**config.mk**
```make
export PLATFORM = sky130hd
export DESIGN_NAME = eye_trainer
export DESIGN_NICKNAME = d
export VERILOG_FILES = /design/src/rtl/eye_trainer_pkg.sv /design/src/rtl/eye_trainer_ctrl.sv /design/src/rtl/eye_trainer_dp.sv /design/src/rtl/eye_trainer.sv
export SDC_FILE = /design/constraint.sdc
export NUM_CORES = 1
export LEC_CHECK = 0
export ABC_AREA = 1
export BUFFER_PORTS_ARGS = -buffer_cell sky130_fd_sc_hd__buf_2
export CAP_MARGIN = 25
export CORE_ASPECT_RATIO = 2
export CORE_MARGIN = 4
export CORE_UTILIZATION = 45
export CTS_BUF_LIST = sky130_fd_sc_hd__clkbuf_8
export DETAILED_ROUTE_END_ITERATION = 8
export GPL_TIMING_DRIVEN = 0
export HOLD_SLACK_MARGIN = 0.05
export PLACE_DENSITY = 0.65
export SETUP_SLACK_MARGIN = 0.2
export SYNTH_ARGS = -nofsm -noshare
export SYNTH_HDL_FRONTEND = slang
export SYNTH_SLANG_ARGS = --single-unit
```
**constraint.sdc**
```tcl
create_clock -name clk -period 5.8 [get_ports clk]
set_clock_uncertainty 0.05 [all_clocks]
set_input_delay 0.87 -clock clk [delete_from_list [all_inputs] [get_ports clk]]
set_output_delay 0.87 -clock clk [all_outputs]
set_load 0.01 [all_outputs]
```
**src/rtl/eye_trainer_pkg.sv**
```systemverilog
package eye_trainer_pkg;

  typedef enum logic [1:0] {
    ST_IDLE    = 2'd0,
    ST_COLLECT = 2'd1,
    ST_SCAN    = 2'd2,
    ST_FINISH  = 2'd3
  } trainState_t;

  // Strobes from the control FSM to the datapath.
  typedef struct packed {
    logic clearAll;
    logic beatEnable;
    logic latchMap;
    logic scanInit;
    logic scanStep;
    logic commit;
  } ctrlStrobe_t;

  localparam int PAT_W = 8;

endpackage

```
**src/rtl/eye_trainer_ctrl.sv**
```systemverilog
module eye_trainer_ctrl
  import eye_trainer_pkg::*;
#(
  parameter int NPH  = 16,
  parameter int PH_W = $clog2(NPH)
) (
  input  logic            clk,
  input  logic            rstN,
  input  logic            trainStart,
  input  logic            trainEnd,
  output ctrlStrobe_t     strobe,
  output logic [PH_W-1:0] scanIdx,
  output logic            trainDone
);

  localparam logic [PH_W-1:0] LAST_IDX = PH_W'(NPH - 1);

  trainState_t     state, stateNext;
  logic [PH_W-1:0] stepCnt;
  logic            doneQ;

  always_comb begin
    stateNext = state;
    strobe    = '0;
    unique case (state)
      ST_IDLE: begin
        if (trainStart) begin
          strobe.clearAll = 1'b1;
          stateNext       = ST_COLLECT;
        end
      end
      ST_COLLECT: begin
        if (trainEnd) begin
          strobe.latchMap = 1'b1;
          strobe.scanInit = 1'b1;
          stateNext       = ST_SCAN;
        end else begin
          strobe.beatEnable = 1'b1;
        end
      end
      ST_SCAN: begin
        strobe.scanStep = 1'b1;
        if (stepCnt == LAST_IDX) stateNext = ST_FINISH;
      end
      ST_FINISH: begin
        strobe.commit = 1'b1;
        stateNext     = ST_IDLE;
      end
      default: stateNext = ST_IDLE;
    endcase
  end

  always_ff @(posedge clk) begin
    if (!rstN) begin
      state   <= ST_IDLE;
      stepCnt <= '0;
      doneQ   <= 1'b0;
    end else begin
      state <= stateNext;
      doneQ <= strobe.commit;
      if (strobe.scanInit)      stepCnt <= '0;
      else if (strobe.scanStep) stepCnt <= stepCnt + 1'b1;
    end
  end

  assign scanIdx   = stepCnt;
  assign trainDone = doneQ;

  // done lasts exactly one cycle
  a_r9_done_pulse: assert property (@(posedge clk) disable iff (!rstN)
    trainDone |=> !trainDone);

  // phases of the sequence never overlap
  a_r9_strobe_excl: assert property (@(posedge clk) disable iff (!rstN)
    $onehot0({strobe.clearAll, strobe.latchMap, strobe.scanStep, strobe.commit}));

  // a commit is followed by the done pulse
  a_r9_commit_done: assert property (@(posedge clk) disable iff (!rstN)
    strobe.commit |=> trainDone);

endmodule

```
**src/rtl/eye_trainer_dp.sv**
```systemverilog
module eye_trainer_dp
  import eye_trainer_pkg::*;
#(
  parameter int NPH           = 16,
  parameter int LANES         = 4,
  parameter int DEFAULT_PHASE = 8,
  parameter int PH_W          = $clog2(NPH)
) (
  input  logic                   clk,
  input  logic                   rstN,
  input  ctrlStrobe_t            strobe,
  input  logic [PH_W-1:0]        scanIdx,
  input  logic [PAT_W-1:0]       learnPattern,
  input  logic [1:0]             laneMode,
  input  logic [NPH-1:0]         phaseStrobe,
  input  logic [NPH*LANES-1:0]   phaseSample,
  output logic [NPH-1:0]         passMap,
  output logic [PH_W-1:0]        chosenPhase,
  output logic                   errFlag
);

  localparam int CNT_W  = $clog2(PAT_W + 1);
  localparam int PIDX_W = $clog2(PAT_W);
  localparam int LEN_W  = $clog2(NPH + 1);
  localparam logic [CNT_W-1:0] CNT_FULL = CNT_W'(PAT_W);

  // Active-lane mask
  logic [LANES-1:0] laneMask;
  int               activeLanes;

  always_comb begin
    unique case (laneMode)
      2'b00:   activeLanes = 1;
      2'b01:   activeLanes = 2;
      default: activeLanes = 4;
    endcase
    for (int l = 0; l < LANES; l++) laneMask[l] = (l < activeLanes);
  end

  // Per-phase comparators
  logic [NPH-1:0] phasePass;

  for (genvar p = 0; p < NPH; p++) begin : g_phase
    logic [CNT_W-1:0]  beatCnt;
    logic              badQ;
    logic [PIDX_W-1:0] bitIdx;
    logic              bitExp;
    logic              mismatch;

    assign bitIdx   = PIDX_W'(PAT_W - 1) - beatCnt[PIDX_W-1:0];
    assign bitExp   = learnPattern[bitIdx];
    assign mismatch = |((phaseSample[p*LANES +: LANES] ^ {LANES{bitExp}}) & laneMask);

    always_ff @(posedge clk) begin
      if (!rstN || strobe.clearAll) begin
        beatCnt <= '0;
        badQ    <= 1'b0;
      end else if (strobe.beatEnable && phaseStrobe[p] && (beatCnt < CNT_FULL)) begin
        beatCnt <= beatCnt + 1'b1;
        badQ    <= badQ | mismatch;
      end
    end

    assign phasePass[p] = (beatCnt == CNT_FULL) && !badQ;

    // the beat counter never passes the pattern length
    a_r5_cnt_bound: assert property (@(posedge clk) disable iff (!rstN)
      beatCnt <= CNT_FULL);
  end

  // Pass bitmap
  always_ff @(posedge clk) begin
    if (!rstN)                passMap <= '0;
    else if (strobe.latchMap) passMap <= phasePass;
  end

  // Longest-run scan
  logic [LEN_W-1:0] curLen, bestLen, runLenNext;
  logic [PH_W-1:0]  curStart, bestStart, runStartNext;

  assign runLenNext   = curLen + 1'b1;
  assign runStartNext = (curLen == '0) ? scanIdx : curStart;

  always_ff @(posedge clk) begin
    if (!rstN || strobe.scanInit) begin
      curLen    <= '0;
      curStart  <= '0;
      bestLen   <= '0;
      bestStart <= '0;
    end else if (strobe.scanStep) begin
      if (passMap[scanIdx]) begin
        curLen   <= runLenNext;
        curStart <= runStartNext;
        if (runLenNext > bestLen) begin
          bestLen   <= runLenNext;
          bestStart <= runStartNext;
        end
      end else begin
        curLen <= '0;
      end
    end
  end

  // Commit
  logic [LEN_W-1:0] halfSpan;
  assign halfSpan = (bestLen - 1'b1) >> 1;

  always_ff @(posedge clk) begin
    if (!rstN) begin
      chosenPhase <= PH_W'(DEFAULT_PHASE);
      errFlag     <= 1'b0;
    end else if (strobe.commit) begin
      if (bestLen != '0) begin
        chosenPhase <= bestStart + halfSpan[PH_W-1:0];
        errFlag     <= 1'b0;
      end else begin
        errFlag <= 1'b1;
      end
    end
  end

  // a clear leaves no phase passing
  a_r2_clear: assert property (@(posedge clk) disable iff (!rstN)
    strobe.clearAll |=> (phasePass == '0));

  // the bitmap changes only on a latch
  a_r6_map_hold: assert property (@(posedge clk) disable iff (!rstN)
    !strobe.latchMap |=> $stable(passMap));

  // a successful commit lands on a passing phase
  a_r7_phase_passes: assert property (@(posedge clk) disable iff (!rstN)
    (strobe.commit && bestLen != '0) |=> (passMap[chosenPhase] && !errFlag));

  // an empty bitmap flags an error and keeps the phase
  a_r8_keep_phase: assert property (@(posedge clk) disable iff (!rstN)
    (strobe.commit && passMap == '0) |=> (errFlag && $stable(chosenPhase)));

endmodule

```
**src/rtl/eye_trainer.sv**
```systemverilog
module eye_trainer
  import eye_trainer_pkg::*;
#(
  parameter int NPH           = 16,
  parameter int LANES         = 4,
  parameter int DEFAULT_PHASE = 8,
  parameter int PH_W          = $clog2(NPH)
) (
  input  logic                 clk,
  input  logic                 rstN,
  input  logic                 trainStart,
  input  logic                 trainEnd,
  input  logic [PAT_W-1:0]     learnPattern,
  input  logic [1:0]           laneMode,
  input  logic [NPH-1:0]       phaseStrobe,
  input  logic [NPH*LANES-1:0] phaseSample,
  output logic [NPH-1:0]       passMap,
  output logic [PH_W-1:0]      chosenPhase,
  output logic                 errFlag,
  output logic                 trainDone
);

  ctrlStrobe_t     strobe;
  logic [PH_W-1:0] scanIdx;

  eye_trainer_ctrl #(.NPH(NPH), .PH_W(PH_W)) ctrl_i (
    .clk        (clk),
    .rstN       (rstN),
    .trainStart (trainStart),
    .trainEnd   (trainEnd),
    .strobe     (strobe),
    .scanIdx    (scanIdx),
    .trainDone  (trainDone)
  );

  eye_trainer_dp #(
    .NPH(NPH), .LANES(LANES), .DEFAULT_PHASE(DEFAULT_PHASE), .PH_W(PH_W)
  ) dp_i (
    .clk          (clk),
    .rstN         (rstN),
    .strobe       (strobe),
    .scanIdx      (scanIdx),
    .learnPattern (learnPattern),
    .laneMode     (laneMode),
    .phaseStrobe  (phaseStrobe),
    .phaseSample  (phaseSample),
    .passMap      (passMap),
    .chosenPhase  (chosenPhase),
    .errFlag      (errFlag)
  );

endmodule

```
==> out/metrics.cfg <==
[die]
ios=116
dieArea_um2=20200
die_y_um=197
fp.dieW_um=102
core_area_um2=17400
rows=68
initial_core_util_pct=46.2

[detailed_routing]
dr_total_vias=8759
drt_iter0_drc=403
drc=0
drt_first_pass_iters=5
ant_nets=0
wl_um=26900
wl_per_cell_um=16.6
routed_via_density=5.39

[finish]
num_antenna_cells=0
layout-drive-gt1-share_pct=12.3
nNetsFinal=1534
fin_util_pct=53.4
areaGrowthSynthToFinish_pct=15.5

[setup_path]
start_kind=input port
crit_required_ns=6.13
cp_max_fo=10
arrival_ns=3.65
crit_path_end_kind=flip-flop
path_class=in2reg
r2r_cells=15

[global_routing]
grt_pass1_wl_um=41500
antenna_found_initial=0
busiest_layer=met2
grt_pass1_vias=8326
grtUsageMet3_pct=4.00
grt_max_degree=17
use_met1_pct=26.6
gr-usage-met2_pct=50.7
overflow=0
grt_use_total_pct=26.8

[timing]
rsz0062_at_grt=false
relSlewSlack_pct=36.4
drv_slew=0
fmax_mhz=301
fin_crit_sh_pct=57.3
tightest_slew_ns=0.954
finalHoldViolCount=0
final.setup.tns_ns=0
setup_viol=0
fin_ws_ns=2.48
fin_crit_ns=3.32

[logic_synthesis]
synth-async-reset-ratio_pct=0
synth-seq-cells=126
yosysTopAreaCellShare_pct=31.4
synth_area_leaders=dfxtp_1 (31%), nand2_1 (16%), nand3_1 (12%), inv_1 (10%), ha_1 (5.5%)
ys_types=39
synth_top_area_cell=dfxtp_1
yosysWarnings=0
syn_area_um2=8030
ys_seq_area_share_pct=31.4
synth-main-ff-cell=dfxtp_1
synthMostInstantiatedCell=nand2_1
synth_fp_nets=1400
synth_cells=1270
synth_edf_count=0
synth_common_cells=nand2_1 (343), inv_1 (218), nand3_1 (198), dfxtp_1 (126), a21oi_1 (78)
syn_area_per_cell_um2=6.32

[clocking]
clk_pin_slew_worst_paths_ns=0.07
htreeDepth=4
postCtsHoldBufs=0
post_cts_resized=0
cts_setup_buffers=0
clock_sinks=126
clockRootBuffer=clkbuf_8
cts_made_buffers=17
clk_path_buf_depth=2
cts_tree=built
insertion_delay_ns=0.45

[placed_design]
gp_congestion=0.949
portBuffers=115
dpl_worst_slack_ns=2.04
dp_hpwl_um=20600

[power_and_ir_drop]
power.total_w=0.00257
vdd_ir_drop_max_v=0.000141
cellLeakagePower_nw=4.47
power.density_nw_per_um2=277

[worst_hold_path]
hold_class=reg2reg
hold_depth=2

[run_status]
status=completed

[job]
cap_viol_max_count=0

where the power goes:
group | internal [W] | switching (W) | leakage [nW]
Sequential | 0.000915 | 0.0000529 | 1.02
Combinational | 0.000251 | 0.000515 | 3.23
Clock | 0.000478 | 0.000354 | 0.219
Total | 0.00164 | 0.000922 | 4.47
state kept, by name, summed over array words and instances, names as in the netlist:
register              count
dp_i.bestStart            4
dp_i.g_phase.badQ        16
dp_i.bestLen              5
dp_i.passMap             16
dp_i.errFlag              1
ctrl_i.scanIdx            4
ctrl_i.trainDone          1
dp_i.g_phase.beatCnt     64
ctrl_i.state              2
dp_i.curLen               5
dp_i.chosenPhase          4
dp_i.curStart             4
routing by layer:
layer / routed length [um] / up-vias
met5: 0 / -
met4: 1570 / 0
met3: 1150 / 75
met2: 14500 / 246
met1: 9640 / 4020
li1: - / 4418
placed cells by master (no fill, tap or decap), drive strengths merged, types with 5 or more instances in the layout:
cell type and n:
nand2 345, inv 222, nand3 201, buf 132, dfxtp 126, a21oi 79, nor2 75, o21ai 63
clkbuf 37, ha 35, o211ai 18, nand4 14, o32ai 14, a41oi 14, xor2 5, clkinv 5
layout make-up:
| type | instances | area, um2 |
|---|---|---|
| inverters | 221 | 830 |
| clock inverters | 10 | 148 |
| plain buffers | 35 | 190 |
| fillers | 1862 | 8080 |
| clock buffers | 19 | 262 |
| repair buffers | 115 | 576 |
| multi-input cells | 888 | 4480 |
| well taps | 210 | 263 |
| flip-flops and latches | 126 | 2520 |
critical path: stages:
cell and delay [ns]:
buf_2 0.07, inv_1 0.06, nand2_2 0.30, buf_2 0.40
ha_1 0.21, clkbuf_1 0.63, clkbuf_1 0.65, nand3_1 0.18
nand2_1 0.09, nand2_1 0.05, a21oi_1 0.13
cell families after synthesis:
group	Yosys count	share of synthesized area, %
buffers and inverters	256	12.7
adders and majority gates	36	5.71
AOI/OAI and AO/OA	195	14.3
xor gates and xnor gates	9	0.982
and+or+nand+nor	648	34.9
DFF	126	31.4
worst paths after layout:
kind / from / to / slack (ns)
setup reg to reg: dp_i.curLen[0] / dp_i.bestStart[1] / 3.34
hold reg to reg: dp_i.g_phase[9].badQ / dp_i.g_phase[9].badQ / 0.40
setup / recovery: laneMode[1] / dp_i.g_phase[0].badQ / 2.48
hold / removal: dp_i.g_phase[9].badQ / dp_i.g_phase[9].badQ / 0.40
stage by stage:
stage          hold slack, ns  cell area (um2)  cells
3_5_place_dp            0.392             8860   1595
3_3_place_gp            0.387             8860   1595
2_1_floorplan           0.380             8030   1270
6_report                0.403             9270   1624
4_1_cts                 0.402             9270   1624
5_1_grt                 0.415             9270   1624
No activity file was read; power rests on OpenSTA's default activity.
